<file path="src/rtl/clkdist_pkg.sv">
package clkdist_pkg;

    localparam int ADDR_W = 15;
    localparam int BYTE_W = 8;
    localparam int WORD_W = 32;
    localparam int LEN_W  = 5;

    typedef enum logic [3:0] {
        S_IDLE,
        S_IDCMD,
        S_IDDAT,
        S_IDWAIT,
        S_IDCHK,
        S_GLOB,
        S_CHAN,
        S_PHASE
    } state_e;

    typedef enum logic [1:0] {
        FK_WRITE,
        FK_RDCMD,
        FK_RDDATA
    } fkind_e;

    typedef struct packed {
        logic [WORD_W-1:0] data;
        logic [LEN_W-1:0]  len;
        logic              hold;
        logic              hd;
    } frame_t;

endpackage

</file>
<file path="src/rtl/clkdist_frame_fmt.sv">
module clkdist_frame_fmt
    import clkdist_pkg::*;
(
    input  fkind_e                  kind,
    input  logic [ADDR_W-1:0]       addr,
    input  logic [BYTE_W-1:0]       wdata,
    output frame_t                  frame
);
    localparam logic [LEN_W-1:0] LEN_WR  = LEN_W'(ADDR_W + 1 + BYTE_W - 1);
    localparam logic [LEN_W-1:0] LEN_CMD = LEN_W'(ADDR_W + 1 - 1);
    localparam logic [LEN_W-1:0] LEN_RD  = LEN_W'(BYTE_W - 1);

    always_comb begin
        frame = '0;
        case (kind)
            FK_WRITE: begin
                frame.data = {1'b0, addr, wdata, {(WORD_W-ADDR_W-1-BYTE_W){1'b0}}};
                frame.len  = LEN_WR;
            end
            FK_RDCMD: begin
                frame.data = {1'b1, addr, {(WORD_W-ADDR_W-1){1'b0}}};
                frame.len  = LEN_CMD;
                frame.hold = 1'b1;
            end
            default: begin
                frame.len  = LEN_RD;
                frame.hd   = 1'b1;
            end
        endcase
    end
endmodule

</file>
<file path="src/rtl/clkdist_chan_rom.sv">
module clkdist_chan_rom
    import clkdist_pkg::*;
#(
    parameter int NUM_CH    = 14,
    parameter int DIV_W     = 11,
    parameter int CH_W      = 4,
    parameter int CH_BASE   = 'hC8,
    parameter int CH_STRIDE = 'h0A,
    parameter logic [NUM_CH-1:0]       CH_EN  = '0,
    parameter logic [NUM_CH*DIV_W-1:0] CH_DIV = '0
) (
    input  logic [CH_W-1:0]   ch,
    input  logic [2:0]        step,
    output logic [ADDR_W-1:0] addr,
    output logic [BYTE_W-1:0] value
);
    localparam logic [BYTE_W-1:0] CFG_CLK = 8'h91;
    localparam logic [BYTE_W-1:0] CFG_SYN = 8'h11;
    localparam logic [BYTE_W-1:0] CFG_OFF = 8'h10;
    localparam logic [BYTE_W-1:0] DRV_VAL = 8'h08;

    logic [DIV_W-1:0]  div;
    logic [ADDR_W-1:0] off;
    logic              odd;
    logic              en;

    always_comb begin
        div = CH_DIV[int'(ch)*DIV_W +: DIV_W];
        odd = ch[0];
        en  = CH_EN[ch];
        case (step)
            3'd5:    off = ADDR_W'(7);
            3'd6:    off = ADDR_W'(8);
            default: off = ADDR_W'(step);
        endcase
        addr = ADDR_W'(CH_BASE) + ADDR_W'(CH_STRIDE) * ADDR_W'(ch) + off;
        case (step)
            3'd0:    value = !en ? CFG_OFF : (odd ? CFG_SYN : CFG_CLK);
            3'd1:    value = div[BYTE_W-1:0];
            3'd2:    value = BYTE_W'(div[DIV_W-1:BYTE_W]);
            3'd5:    value = {{(BYTE_W-1){1'b0}}, odd};
            3'd6:    value = DRV_VAL;
            default: value = '0;
        endcase
    end
endmodule

</file>
<file path="src/rtl/clkdist_prog.sv">
module clkdist_prog
    import clkdist_pkg::*;
#(
    parameter int NUM_CH    = 14,
    parameter int DIV_W     = 11,
    parameter int CH_BASE   = 'hC8,
    parameter int CH_STRIDE = 'h0A,
    parameter logic [NUM_CH-1:0]       CH_EN  = 14'h07CF,
    parameter logic [NUM_CH*DIV_W-1:0] CH_DIV =
        {11'd0, 11'd0, 11'd0, 11'd8, 11'd8, 11'd8, 11'd128,
         11'd8, 11'd0, 11'd0, 11'd128, 11'd2, 11'd128, 11'd2},
    parameter int ID_BASE   = 'h78,
    parameter logic [23:0] ID_EXPECT = 24'hF17904,
    parameter logic [7:0]  GRP_EN    = 8'h3B,
    parameter int PH_ADDR0  = 'hD5,
    parameter int PH_ADDR1  = 'hE9
) (
    input  logic        clk,
    input  logic        rst_n,
    input  logic        start,
    input  logic        phase_req,
    input  logic [1:0]  phase_sel,
    input  logic [8:0]  phase_val,
    output logic        frm_valid,
    input  logic        frm_ready,
    output logic [31:0] frm_data,
    output logic [4:0]  frm_len,
    output logic        frm_hold_cs,
    output logic        frm_half_duplex,
    input  logic        ret_valid,
    input  logic [7:0]  ret_byte,
    output logic        busy,
    output logic        init_done,
    output logic        id_fail,
    output logic        idx_err
);
    localparam int CH_W     = $clog2(NUM_CH);
    localparam int ID_BYTES = 3;
    localparam int STEPS    = 7;

    typedef struct packed {
        state_e            state;
        logic [1:0]        idx;
        logic [CH_W-1:0]   ch;
        logic [2:0]        step;
        logic [23:0]       id;
        logic              vld;
        frame_t            frame;
        logic              done;
        logic              idfail;
        logic              ierr;
        logic              psel;
        logic [8:0]        phase;
    } regs_t;

    regs_t r_d, r_q;

    fkind_e            f_kind;
    logic [ADDR_W-1:0] f_addr;
    logic [BYTE_W-1:0] f_wdata;
    frame_t            f_new;
    logic [ADDR_W-1:0] ch_addr;
    logic [BYTE_W-1:0] ch_value;
    logic              hs;
    logic              sending;

    clkdist_chan_rom #(
        .NUM_CH(NUM_CH), .DIV_W(DIV_W), .CH_W(CH_W),
        .CH_BASE(CH_BASE), .CH_STRIDE(CH_STRIDE),
        .CH_EN(CH_EN), .CH_DIV(CH_DIV)
    ) u_rom (
        .ch(r_q.ch), .step(r_q.step), .addr(ch_addr), .value(ch_value)
    );

    clkdist_frame_fmt u_fmt (
        .kind(f_kind), .addr(f_addr), .wdata(f_wdata), .frame(f_new)
    );

    // frame source selection
    always_comb begin
        f_kind  = FK_WRITE;
        f_addr  = '0;
        f_wdata = '0;
        case (r_q.state)
            S_IDCMD: begin
                f_kind = FK_RDCMD;
                f_addr = ADDR_W'(ID_BASE) + ADDR_W'(r_q.idx);
            end
            S_IDDAT: f_kind = FK_RDDATA;
            S_GLOB: begin
                case (r_q.idx)
                    2'd0:    f_wdata = 8'h01;
                    2'd1:    f_wdata = 8'h00;
                    default: begin
                        f_addr  = ADDR_W'(4);
                        f_wdata = GRP_EN;
                    end
                endcase
            end
            S_CHAN: begin
                f_addr  = ch_addr;
                f_wdata = ch_value;
            end
            S_PHASE: begin
                f_addr = (r_q.psel ? ADDR_W'(PH_ADDR1) : ADDR_W'(PH_ADDR0))
                         + ADDR_W'(r_q.step[0]);
                f_wdata = r_q.step[0] ? {3'b0, r_q.phase[8:4]} : {4'b0, r_q.phase[3:0]};
            end
            default: ;
        endcase
    end

    // next-state computation
    always_comb begin
        r_d     = r_q;
        hs      = r_q.vld && frm_ready;
        sending = (r_q.state == S_IDCMD) || (r_q.state == S_IDDAT) ||
                  (r_q.state == S_GLOB)  || (r_q.state == S_CHAN)  ||
                  (r_q.state == S_PHASE);
        if (sending && !r_q.vld) begin
            r_d.vld   = 1'b1;
            r_d.frame = f_new;
        end
        if (hs) r_d.vld = 1'b0;

        case (r_q.state)
            S_IDLE: begin
                if (start) begin
                    r_d.state  = S_IDCMD;
                    r_d.idx    = '0;
                    r_d.id     = '0;
                    r_d.done   = 1'b0;
                    r_d.idfail = 1'b0;
                    r_d.ierr   = 1'b0;
                end else if (phase_req && r_q.done) begin
                    if (phase_sel > 2'd1) begin
                        r_d.ierr = 1'b1;
                    end else begin
                        r_d.ierr  = 1'b0;
                        r_d.psel  = phase_sel[0];
                        r_d.phase = phase_val;
                        r_d.step  = '0;
                        r_d.state = S_PHASE;
                    end
                end
            end
            S_IDCMD: if (hs) r_d.state = S_IDDAT;
            S_IDDAT: if (hs) r_d.state = S_IDWAIT;
            S_IDWAIT: begin
                if (ret_valid) begin
                    r_d.id = {r_q.id[15:0], ret_byte};
                    if (r_q.idx == 2'(ID_BYTES - 1)) begin
                        r_d.state = S_IDCHK;
                    end else begin
                        r_d.idx   = r_q.idx + 2'd1;
                        r_d.state = S_IDCMD;
                    end
                end
            end
            S_IDCHK: begin
                if (r_q.id == ID_EXPECT) begin
                    r_d.state = S_GLOB;
                    r_d.idx   = '0;
                end else begin
                    r_d.idfail = 1'b1;
                    r_d.state  = S_IDLE;
                end
            end
            S_GLOB: begin
                if (hs) begin
                    if (r_q.idx == 2'd2) begin
                        r_d.state = S_CHAN;
                        r_d.ch    = '0;
                        r_d.step  = '0;
                    end else begin
                        r_d.idx = r_q.idx + 2'd1;
                    end
                end
            end
            S_CHAN: begin
                if (hs) begin
                    if (r_q.step == 3'(STEPS - 1)) begin
                        r_d.step = '0;
                        if (r_q.ch == CH_W'(NUM_CH - 1)) begin
                            r_d.state = S_IDLE;
                            r_d.done  = 1'b1;
                        end else begin
                            r_d.ch = r_q.ch + 1'b1;
                        end
                    end else begin
                        r_d.step = r_q.step + 3'd1;
                    end
                end
            end
            S_PHASE: begin
                if (hs) begin
                    if (r_q.step[0]) r_d.state = S_IDLE;
                    else             r_d.step  = 3'd1;
                end
            end
            default: r_d.state = S_IDLE;
        endcase
    end

    always_ff @(posedge clk) begin
        if (!rst_n) begin
            r_q       <= '0;
            r_q.state <= S_IDLE;
        end else begin
            r_q <= r_d;
        end
    end

    assign frm_valid       = r_q.vld;
    assign frm_data        = r_q.frame.data;
    assign frm_len         = r_q.frame.len;
    assign frm_hold_cs     = r_q.frame.hold;
    assign frm_half_duplex = r_q.frame.hd;
    assign busy            = (r_q.state != S_IDLE);
    assign init_done       = r_q.done;
    assign id_fail         = r_q.idfail;
    assign idx_err         = r_q.ierr;

    p_hold_stable_r11: assert property (@(posedge clk) disable iff (!rst_n)
        (frm_valid && !frm_ready) |=> (frm_valid && $stable(frm_data) &&
                                        $stable(frm_len) && $stable(frm_hold_cs) &&
                                        $stable(frm_half_duplex)));

    p_idle_quiet_r9: assert property (@(posedge clk) disable iff (!rst_n)
        !busy |-> !frm_valid);

    p_done_excl_r4: assert property (@(posedge clk) disable iff (!rst_n)
        init_done |-> !id_fail);

    p_done_idle_r8: assert property (@(posedge clk) disable iff (!rst_n)
        $rose(init_done) |-> !busy);

    p_bad_index_r10: assert property (@(posedge clk) disable iff (!rst_n)
        (!busy && init_done && !start && phase_req && phase_sel > 2'd1)
        |=> (idx_err && !busy));

endmodule

</file>
<file path="config.mk">
export PLATFORM = sky130hd
export DESIGN_NAME = clkdist_prog
export DESIGN_NICKNAME = d
export VERILOG_FILES = /design/src/rtl/clkdist_pkg.sv /design/src/rtl/clkdist_frame_fmt.sv /design/src/rtl/clkdist_chan_rom.sv /design/src/rtl/clkdist_prog.sv
export SDC_FILE = /design/constraint.sdc
export NUM_CORES = 1
export LEC_CHECK = 0
export ABC_AREA = 1
export ABC_CLOCK_PERIOD_IN_PS = 4500
export BUFFER_PORTS_ARGS = -buffer_cell sky130_fd_sc_hd__clkbuf_2
export CORE_MARGIN = 1
export CORE_UTILIZATION = 35
export DETAILED_ROUTE_END_ITERATION = 8
export PLACE_DENSITY_LB_ADDON = 0.25
export SLEW_MARGIN = 10
export SYNTH_ARGS = -nofsm -noshare
export SYNTH_HDL_FRONTEND = slang
export SYNTH_HIERARCHICAL = 1
export SYNTH_SLANG_ARGS = --single-unit
export TNS_END_PERCENT = 10
</file>
<file path="constraint.sdc">
create_clock -name clk -period 4.5 [get_ports clk]
set_clock_uncertainty 0.05 [all_clocks]
set_input_delay 0.9 -clock clk [delete_from_list [all_inputs] [get_ports clk]]
set_output_delay 0.9 -clock clk [all_outputs]
set_load 0.05 [all_outputs]
</file>
## Yosys cells after proc, flatten, opt, wreduce, memory -nomap -nowiden

Memory sizes are Yosys's and may differ from the RTL's. A register that Yosys moved wholly into a read port is not among the register bits.
Cells that the tools add are included.
Widths: inputs -> output; s select.

- Register bits after elaboration: 90
- Memory bits (read-only): 16
- Bits of input ports: 25
- Output and inout port bits: 44
- Word-level logic and storage cells: 164
- Memories kept: 1

Memory list:

| memory | depth | bits a word | rd ports | clocked after memory_dff | write ports | RTL line | source |
|---|---|---|---|---|---|---|---|
| (name not given) | 16 | 1 | 1 | 1 | 0 | clkdist_chan_rom.sv:30 | `en = CH_EN[ch];` |

- Add/subtract/negate cells: 7
- Multiply operators: 2
- $lt $le $gt $ge: 2
- Equal/unequal tests: 36
- Shift-type cells: 1
- Multiplexer cells: 63
- Bitwise logic cells: 3
- Reductions and logical operators: 33

Operators with widths:

| operator | count |
|---|---|
| $shiftx 154x32->11 const A | 1 |
| $pmux 32 s2 | 1 |
| $mux 4 | 15 |
| $pmux 15 s4 | 1 |
| $mux 24 | 2 |
| $pmux 24 s2 | 1 |
| $pmux 8 s5 | 1 |
| $pmux 4 s8 | 1 |
| $ne 2x2->1 const B | 15 |
| $mux 3 | 9 |
| $eq 24x24->1 const B | 1 |
| $pmux 8 s3 | 1 |
| $eq 4x3->1 const B | 4 |
| $mux 8 | 2 |
| $pmux 4 s2 | 2 |
| $add 15x4->15 | 1 |
| $mux 7 | 2 |
| $mux 13 | 1 |
| $mux 6 | 2 |
| $pmux 3 s4 | 1 |
| $pmux 6 s2 | 1 |
| $reduce_and 12->1 | 1 |
| $reduce_bool 4->1 | 3 |
| $mux 11 | 1 |
| other kinds (44) | 77 |

## Logic depth before layout (Yosys ltp)

Gate-level depths: netlist (run 1).

- Depth in word-level cells: 7
- Depth in mapped cells: 20
- Gate-level depth less buffers: 20

## Modules after synthesis

The synthesis (run 1) kept the hierarchy.

Modules (own cells, without submodules):

| module | times used | cells each | area an instance (um^2) | sequential area each (um^2) |
|---|---|---|---|---|
| clkdist_prog | 1 | 634 | 4,600.7 | 1,781.7 |
| clkdist_chan_rom | 1 | 99 | 635.6 | 0.0 |
| clkdist_frame_fmt | 1 | 69 | 334.1 | 0.0 |

## Least setup slack after synthesis (run 1)

No wires, ideal clock.

- Path kind: reg-to-reg
- From: register r_q[81] (netlist bit)
- To: register r_q, in the netlist frm_data[23]
- Setup time: 0.116 ns
- Arrival time: 2.439 ns
- Data required time: 4.334 ns
- Slack: 1.896 ns
- Stages on the path, launching flop included: 17
- Buffers on the path: 0
- Clock period less this slack: 2.604 ns
- Cell sequence: dfxtp_1 -> ha_1 -> ha_1 -> fa_1 -> inv_1 -> nand2_1 -> nand2_4 -> inv_1 -> ha_1 -> nand3_1 -> nand2_1 -> a22oi_1 -> inv_1 -> inv_1 -> nor2_1 -> o21ai_0 -> nor2_1

RTL lines:

| element | RTL line | source |
|---|---|---|
| from (decl) | clkdist_prog.sv:56 | `regs_t r_d, r_q;` |
| from (signal assigned) | clkdist_prog.sv:210 | `r_q <= r_d;` |

==> impl_metrics.tcl, run 1 <==
set metrics [dict create \
    critPathRequiredTime_ns 4.74 \
    peakVddDrop_uv 660 \
    synth_edf_count 0 \
    grt_max_degree 55 \
    startpoint_type "flip-flop" \
    rsz0062_at_grt "no" \
    cts.sinks 89 \
    status "complete, no violations" \
    min_path_cells 2 \
    worst_pin_slew_ns 0.744 \
    finalWirelength_mm 12.1 \
    antennaDiodeCount 0 \
    ctsHoldBuffers 0 \
    path_buf_inv 4 \
    synthFlopType "dfxtp_1" \
    drt-wirelength-per-cell_um 11.8 \
    fillers 1682 \
    cp_slowest_cell "dfxtp_1" \
    pin_count 69 \
    syn_to_final_growth_pct 6.20 \
    netlist_area_sq_um 5570 \
    core_region_area_sq_um 15400 \
    power_frac_comb_pct 47.6 \
    path_max_fanout 9 \
    max-slew-margin-rel_pct 50.4 \
    seqPwrFrac_pct 30.8 \
    fin_crit_sh_pct 62.9 \
    place_inst 1010 \
    rrSetupSlack_ns 1.67 \
    p_switching_mw 1.64 \
    dp_hpwl_mm 8.60 \
    post_cts_resized 0 \
    crit_family "adder cells" \
    hold_start "r_q[69]" \
    io_buffers 68 \
    p_clk_share_pct 21.6 \
    path_depth 19 \
    synthCells 802 \
    nets 859 \
    htreeDepth 3 \
    antenna_found_initial 0 \
    ys_seq_area_share_pct 32.0 \
    clk_pin_slew_ns 0.07 \
    cts_tree "built" \
    initial_core_util_pct 36.2 \
    grt_remaining_overflow 0 \
    drc 0 \
    timing.final.ws_setup_ns 1.67 \
    slowest_delay_ns 0.50 \
    via_per_inst 4.45 \
    endpoint_kind "flip-flop" \
    power.internal_mw 1.76 \
    final_cells 1026 \
    p_leak_nw 2.72 \
    cts_setup_buffers 0 \
    utilization_pct 38.5 \
    ys_seq_elements 89 \
    switching_share_pct 48.1 \
    drt_first_pass_iters 4 \
    hold_class "flip-flop to flip-flop" \
    cts_buffer_depth 2 \
    cts-root-buf "clkbuf_16" \
    setup_viol 0 \
    avgSynthCellArea_sq_um 6.95 \
    gp_congestion 0.841 \
    ys.warnings.count 6 \
    max_freq_mhz 353 \
    die_width_um 128 \
    critical_path_arrival_ns 3.07 \
    worst-r2r-cell-count 19 \
    route.vias.total 4570 \
    final_antenna_net_count 0 \
    fin_crit_ns 2.83 \
    insertion_delay_ns 0.35 \
    p_total_mw 3.40 \
    crit_type "flip-flop to flip-flop" \
    numCtsBuffers 9 \
    crit_start "r_q[81]" \
    die-area_sq_um 16400 \
    grt_pass1_vias 4070 \
    rows 45 \
    drive_gt1_share_pct 16.9 \
    track_usage_pct 15.3 \
    finalHoldViolCount 0 \
    drt_iter0_drc 256 \
    crit_chain "ha_1, ha_1, fa_1, inv_1, nand2_1, nand2_4, inv_1, ha_1, nand3_1, nand2_1, inv_1, nand3_1, nand2_1, nand2_1, nor2_1, inv_1, nor2_1, o21ai_0, nor2_1" \
    synth_async_sr_flop_share_pct 0 \
    cap_violations 0 \
    power_density_nw_per_um2 574 \
    place_ws_ns 1.67 \
    drv_slew 0 \
    die_h_um 128 \
    tns_ns 0 \
    reg2reg_from "r_q[81]" \
    ys_types 43 \
    grt_pass1_wl_mm 20.0 \
]
final timing paths:
path,to
worst max-delay path,frm_data[24]
worst max register to register,frm_data[24]
worst min-delay path,r_q[69]
worst min register to register,r_q[69]
final cells by class:
cell class | count | area (sq um) | area share [%]
Multi-Input combinational cell | 538 | 2840 | 48.0
Tap cell | 211 | 264 | 4.46
Timing Repair Buffer | 72 | 370 | 6.26
Clock buffer | 9 | 225 | 3.81
Sequential cell | 89 | 1780 | 30.1
Inverter | 100 | 378 | 6.39
Clock inverter | 7 | 58.8 | 0.994
routing by layer:
layer / routed length, um / up-vias / global-route usage (%)
met4: 142 / 0 / 4.43
met2: 5260 / 67 / 23.3
li1: - / 2473 / -
met3: 392 / 9 / 3.63
met5: 0 / - / 0
met1: 6330 / 2021 / 21.5
cells by family (layout without fill, tap and decap cells):
family          Yosys count  after routing  synth area share [%]
buf+inv                 191            188                  18.1
other cells               3             19                 0.202
xor+xnor                  6              6                 0.943
flops                    89             89                  32.0
fa+ha+maj                24             24                  5.66
simple gates            351            351                  27.7
compound gates          138            138                  15.3
worst reg2reg max path: cells and delay by family (launching register included):
| family | cells | cell delay (ns) |
|---|---|---|
| AO/OA/AOI/OAI | 1 | 0.09 |
| AND/OR/NAND/NOR | 10 | 0.79 |
| flip-flops | 1 | 0.50 |
| buffers and inverters | 4 | 0.23 |
| adder cells (fa/ha/maj) | 4 | 1.11 |
metrics by stage:
stage | hold slack [ns] | cell area, sq um
after floorplan | 0.394 | 5630
after global placement | 0.403 | 5630
after detailed placement | 0.406 | 5630
after CTS | 0.417 | 5920
after global routing | 0.454 | 5920
final | 0.418 | 5920
registers in the layout, summed over array words and instances, names as in the netlist:
name,count
r_q,46
frm_data,32
frm_len,5
frm_half_duplex,1
frm_hold_cs,1
frm_valid,1
id_fail,1
idx_err,1
init_done,1
cell usage after synthesis, types with 4 or more instances:
cell	instances	area, sq um
o21ai_0	54	270
buf_4	60	450
nand4_1	4	25.0
ha_1	22	275
inv_2	9	33.8
inv_1	90	338
o21ai_1	5	25.0
dfxtp_1	89	1780
nand3_1	39	195
buf_6	6	67.6
a22oi_1	6	45.0
a21oi_1	47	235
nand2_2	6	37.5
nor2_1	164	616
nand2_4	7	78.8
a211oi_2	11	138
nand2_1	117	439
buf_2	8	40.0
xor2_1	4	35.0
clkbuf_1	13	48.8
o211ai_1	4	30.0
power groups by stage:
stage                     combinational [mW]  sequential, mW  clock [mW]
after CTS                               1.63            1.05       0.761
after floorplan                         1.51            1.06           0
after global routing                    1.81            1.07       0.787
after global placement                  1.63            1.06           0
after detailed placement                1.63            1.07           0
final                                   1.62            1.05       0.733
placed cells by master, fill, tap and decap left out, types with 6 or more instances in the layout:
cell,count
o21ai_0,54
nor2_1,164
clkbuf_2,68
inv_1,90
nand2_4,7
a22oi_1,6
a211oi_2,11
conb_1,19
nand3_1,39
ha_1,22
nand2_2,6
nand2_1,117
dfxtp_1,89
a21oi_1,47
clkbuf_16,9
inv_2,9
(Power assumes the default switching activity.)
==> run 2, diff against run 1 <==
--- a/config.mk
+++ b/config.mk
@@ -6,7 +6,7 @@
 export NUM_CORES = 1
 export LEC_CHECK = 0
 export ABC_AREA = 1
-export ABC_CLOCK_PERIOD_IN_PS = 4500
+export ABC_CLOCK_PERIOD_IN_PS = 2830
 export BUFFER_PORTS_ARGS = -buffer_cell sky130_fd_sc_hd__clkbuf_2
 export CORE_MARGIN = 1
 export CORE_UTILIZATION = 35
==> constraint.sdc (replaced) <==
create_clock -name clk -period 2.83 [get_ports clk]
set_clock_uncertainty 0.05 [all_clocks]
set_input_delay 0.566 -clock clk [delete_from_list [all_inputs] [get_ports clk]]
set_output_delay 0.566 -clock clk [all_outputs]
set_load 0.05 [all_outputs]
==> impl_metrics.tcl, run 2 (synthesis results as in run 1) <==
set metrics [dict create \
    status "complete, no violations" \
    hold_class "input port to flip-flop" \
    gp_congestion 0.825 \
    drt-wirelength-per-cell_um 11.8 \
    power_frac_comb_pct 48.9 \
    dpl-instance-area_sq_um 5700 \
    grt_max_degree 54 \
    finalHoldViolCount 0 \
    io_buffers 68 \
    cts_tree "built" \
    crit_family "adder cells" \
    path_buf_inv 4 \
    cts-root-buf "clkbuf_16" \
    cpMostUsedCell "nand2_1" \
    core_region_area_sq_um 15400 \
    die_h_um 128 \
    mostFrequentLayoutCells "nor2_1, nand2_1, inv_1" \
    place_ws_ns 0.156 \
    power_density_nw_per_um2 906 \
    drt_first_pass_iters 5 \
    final_cells 1036 \
    drive_gt1_share_pct 18.5 \
    final_antenna_net_count 0 \
    timing.final.ws_setup_ns 0.290 \
    die_width_um 128 \
    max_freq_mhz 394 \
    finalWirelength_mm 12.3 \
    drt_iter0_drc 283 \
    antennaDiodeCount 0 \
    cap_violations 0 \
    insertion_delay_ns 0.35 \
    endpoint_kind "flip-flop" \
    rows 45 \
    syn_to_final_growth_pct 8.36 \
    top_layer "met4" \
    track_usage_pct 15.7 \
    dp_hpwl_mm 8.83 \
    p_total_mw 5.47 \
    via_per_inst 4.51 \
    grt_remaining_overflow 0 \
    antenna_found_initial 0 \
    fin_crit_ns 2.54 \
    switching_share_pct 47.5 \
    clk_pin_slew_ns 0.07 \
    crit_chain "inv_1, nand2_1, o21a_1, ha_1, ha_1, inv_1, fa_1, inv_1, nand2_1, nand2_1, nand2_1, xor2_1, nand2_1, a21oi_1, inv_1, nor2_1, o21ai_0, nor2_1" \
    mostFrequentLayoutCell "nor2_1" \
    place_inst 1017 \
    top_register "r_q" \
    critPathRequiredTime_ns 3.07 \
    numCtsBuffers 9 \
    peakVddDrop_uv 635 \
    ctsHoldBuffers 0 \
    cp_slowest_cell "dfxtp_1" \
    path_max_fanout 7 \
    utilization_pct 39.3 \
    drv_slew 0 \
    largest_reg_flops 46 \
    hold_slack_ns 0.401 \
    worst_pin_slew_ns 0.852 \
    fin_area_sq_um 6040 \
    cts_buffer_depth 2 \
    cts.sinks 89 \
    fin_crit_sh_pct 89.7 \
    nets 869 \
    wl_met3_um 405 \
    max-slew-margin-rel_pct 43.0 \
    m1WireLength_mm 6.15 \
    drc 0 \
    slowest_delay_ns 0.44 \
    initial_core_util_pct 36.2 \
    die-area_sq_um 16400 \
    htreeDepth 3 \
    route.vias.total 4673 \
    setup_viol 0 \
    grt_pass1_wl_mm 20.6 \
    power.internal_mw 2.87 \
    wl_met2_mm 5.53 \
    crit_type "flip-flop to flip-flop" \
    critical_path_arrival_ns 2.78 \
    pin_count 69 \
    tns_ns 0 \
    p_leak_nw 2.77 \
    grt_pass1_vias 4262 \
    p_clk_share_pct 21.2 \
    startpoint_type "flip-flop" \
    p_switching_mw 2.60 \
    seqPwrFrac_pct 29.9 \
]
[run 2: path summary, 6_finish.rpt]
path	start	to	slack, ns	cells past startpoint
min	phase_val[2]	r_q[2]	0.40	3
max	r_q[78]	frm_data[22]	0.29	18
min reg2reg	r_q[69]	r_q[69]	0.42	2
max reg2reg	r_q[78]	frm_data[22]	0.29	18
[run 2: tightest hold or removal path, delay by kind of cell]
kind / cells / cell delay (ns)
buffers and inverters: 1 / 0.08
and+or+nand+nor: 2 / 0.12
[run 2: final cells by class]
cell class	count	area, sq um
sequential	89	1780
tap	211	264
fill	1707	9340
clock inverter	6	47.5
inverter	100	378
clock buffer	10	239
multi-input combinational	538	2870
timing repair buffer	82	458
[run 2: power by group through the flow]
stage	sequential, mW	clock, mW	combinational (mW)
final	1.63	1.16	2.68
after global routing	1.66	1.26	2.99
after CTS	1.64	1.21	2.70
after detailed placement	1.66	0	2.69
after global placement	1.66	0	2.69
after floorplan	1.68	0	2.40
[run 2: repair_timing]
item / 4_1_cts / 5_1_grt
setup buffers: 0 / 3
setup endpoints to repair: 0 / 3
gates resized for setup: 0 / 7
hold endpoints to repair: 0 / 0
[run 2: per-layer routing]
metal | vias up | track usage (%)
li1 | 2495 | -
met1 | 2100 | 21.2
met2 | 67 | 25.0
met3 | 11 | 3.21
met4 | 0 | 5.26
met5 | - | 0
==> run 3, diff against run 2 <==
--- a/config.mk
+++ b/config.mk
@@ -6,7 +6,7 @@
 export NUM_CORES = 1
 export LEC_CHECK = 0
 export ABC_AREA = 1
-export ABC_CLOCK_PERIOD_IN_PS = 2830
+export ABC_CLOCK_PERIOD_IN_PS = 2900
 export BUFFER_PORTS_ARGS = -buffer_cell sky130_fd_sc_hd__clkbuf_2
 export CORE_MARGIN = 1
 export CORE_UTILIZATION = 35
==> constraint.sdc (replaced) <==
create_clock -name clk -period 2.9 [get_ports clk]
set_clock_uncertainty 0.05 [all_clocks]
set_input_delay 0.58 -clock clk [delete_from_list [all_inputs] [get_ports clk]]
set_output_delay 0.58 -clock clk [all_outputs]
set_load 0.05 [all_outputs]
==> impl_metrics.tcl, run 3 (synthesis results as in run 1) <==
set metrics [dict create \
    crit_type "flip-flop to flip-flop" \
    drt_iter0_drc 192 \
    critPathRequiredTime_ns 3.10 \
    final_cells 1033 \
    drive_gt1_share_pct 17.8 \
    p_leak_nw 2.76 \
    clk_pin_slew_ns 0.07 \
    die_h_um 128 \
    status "complete, no violations" \
    antenna_found_initial 0 \
    largest_reg_flops 46 \
    insertion_delay_ns 0.35 \
    pin_count 69 \
    critical_path_arrival_ns 2.78 \
    io_buffers 68 \
    mostFrequentLayoutCell "nor2_1" \
    worst-r2r-cell-count 16 \
    track_usage_pct 15.6 \
    worst_pin_slew_ns 0.837 \
    met2_usage_pct 23.9 \
    peakVddDrop_uv 739 \
    drv_slew 0 \
    grt-busiest-layer "met2" \
    grt_remaining_overflow 0 \
    endpoint_kind "flip-flop" \
    tns_ns 0 \
    cts_tree "built" \
    htreeDepth 3 \
    grt_pass1_wl_mm 20.5 \
    hold_slack_ns 0.406 \
    cts-root-buf "clkbuf_16" \
    switching_share_pct 47.2 \
    p_clk_share_pct 23.1 \
    place_inst 1017 \
    ctsHoldBuffers 0 \
    crit_chain "ha_1, ha_1, fa_2, inv_1, nand2_1, nand2_4, inv_1, ha_1, nand3_1, nand2_1, a22oi_1, inv_1, inv_1, nor2_1, o21ai_0, nor2_1" \
    use_met1_pct 21.7 \
    core_region_area_sq_um 15400 \
    finalHoldViolCount 0 \
    p_switching_mw 2.55 \
    drc 0 \
    min_path_cells 3 \
    max_freq_mhz 387 \
    grt_max_degree 54 \
    final_antenna_net_count 0 \
    initial_core_util_pct 36.2 \
    slowest_delay_ns 0.35 \
    via_per_inst 4.49 \
    grt_pass1_vias 4161 \
    die_width_um 128 \
    rows 45 \
    fillers 1701 \
    antennaDiodeCount 0 \
    power_density_nw_per_um2 901 \
    power_frac_comb_pct 47.1 \
    top_register "r_q" \
    utilization_pct 39.0 \
    fin_crit_sh_pct 89.1 \
    drt-wirelength-per-cell_um 11.8 \
    route.vias.total 4635 \
    grt_use_met3_pct 3.13 \
    syn_to_final_growth_pct 7.75 \
    cts.sinks 89 \
    finalWirelength_mm 12.2 \
    nets 866 \
    cpMostUsedCell "inv_1" \
    setup_viol 0 \
    fin_crit_ns 2.58 \
    cts_buffer_depth 2 \
    max-slew-margin-rel_pct 44.0 \
    path_max_fanout 5 \
    drt_first_pass_iters 5 \
    multi_input_area_sq_um 2840 \
    gp_congestion 0.813 \
    mostFrequentLayoutCells "nor2_1, nand2_1, inv_1" \
    seqPwrFrac_pct 29.8 \
    rsz0062_at_grt "no" \
    startpoint_type "flip-flop" \
    regArea_sq_um 1780 \
    dp_hpwl_mm 8.69 \
    cp_slowest_cell "fa_2" \
    die-area_sq_um 16400 \
    numCtsBuffers 9 \
    power.internal_mw 2.85 \
    hold_class "input port to flip-flop" \
    cap_violations 0 \
]
-- run 3: path summary, 6_finish.rpt --
path	endpoint	slack, ns	startpoint
worst min register to register	r_q[73]	0.42	r_q[73]
worst min-delay path	r_q[7]	0.41	phase_val[7]
worst max register to register	frm_data[23]	0.32	r_q[81]
worst max-delay path	frm_data[23]	0.32	r_q[81]
-- run 3: cell type report --
type                       instances  share of cell area, %
inverter                         100                   6.30
tap                              211                   4.40
clock inverter                     6                   1.27
clock buffer                      10                   3.98
multi-input combinational        538                   47.3
timing repair buffer              79                   7.05
sequential                        89                   29.7
-- run 3: per-stage QoR --
step | worst slack, ns | cell area, sq um | total power [mW]
floorplan | 0.296 | 5630 | 3.98
global placement | 0.289 | 5680 | 4.21
detailed placement | 0.246 | 5680 | 4.21
CTS | 0.246 | 6000 | 5.46
global route | 0.0280 | 6000 | 5.80
finish | 0.316 | 6000 | 5.41
-- run 3: per-layer routing --
metal	wire length, um	part of all wire (%)
met4	156	1.3
met1	6320	52
met5	0	0
met3	408	3.3
met2	5340	44
-- run 3: repair_timing --
action / in CTS / in global routing
setup endpoints to repair: 0 / 2
setup buffers: 0 / 0
gates resized for setup: 0 / 1
-- run 3: power groups by stage --
| stage | clock network, mW | logic (mW) | registers (mW) |
|---|---|---|---|
| after detailed placement | 0 | 2.56 | 1.64 |
| after CTS | 1.28 | 2.57 | 1.61 |
| after floorplan | 0 | 2.34 | 1.64 |
| after global routing | 1.32 | 2.84 | 1.64 |
| final | 1.25 | 2.55 | 1.61 |
| after global placement | 0 | 2.57 | 1.64 |
-- run 3: worst max-delay path: cells and delay by family (launching register included) --
family          cells  cell delay, ns
fa+ha+maj           4            1.17
simple gates        6            0.40
compound gates      2            0.33
flops               1            0.31
buf+inv             4            0.22
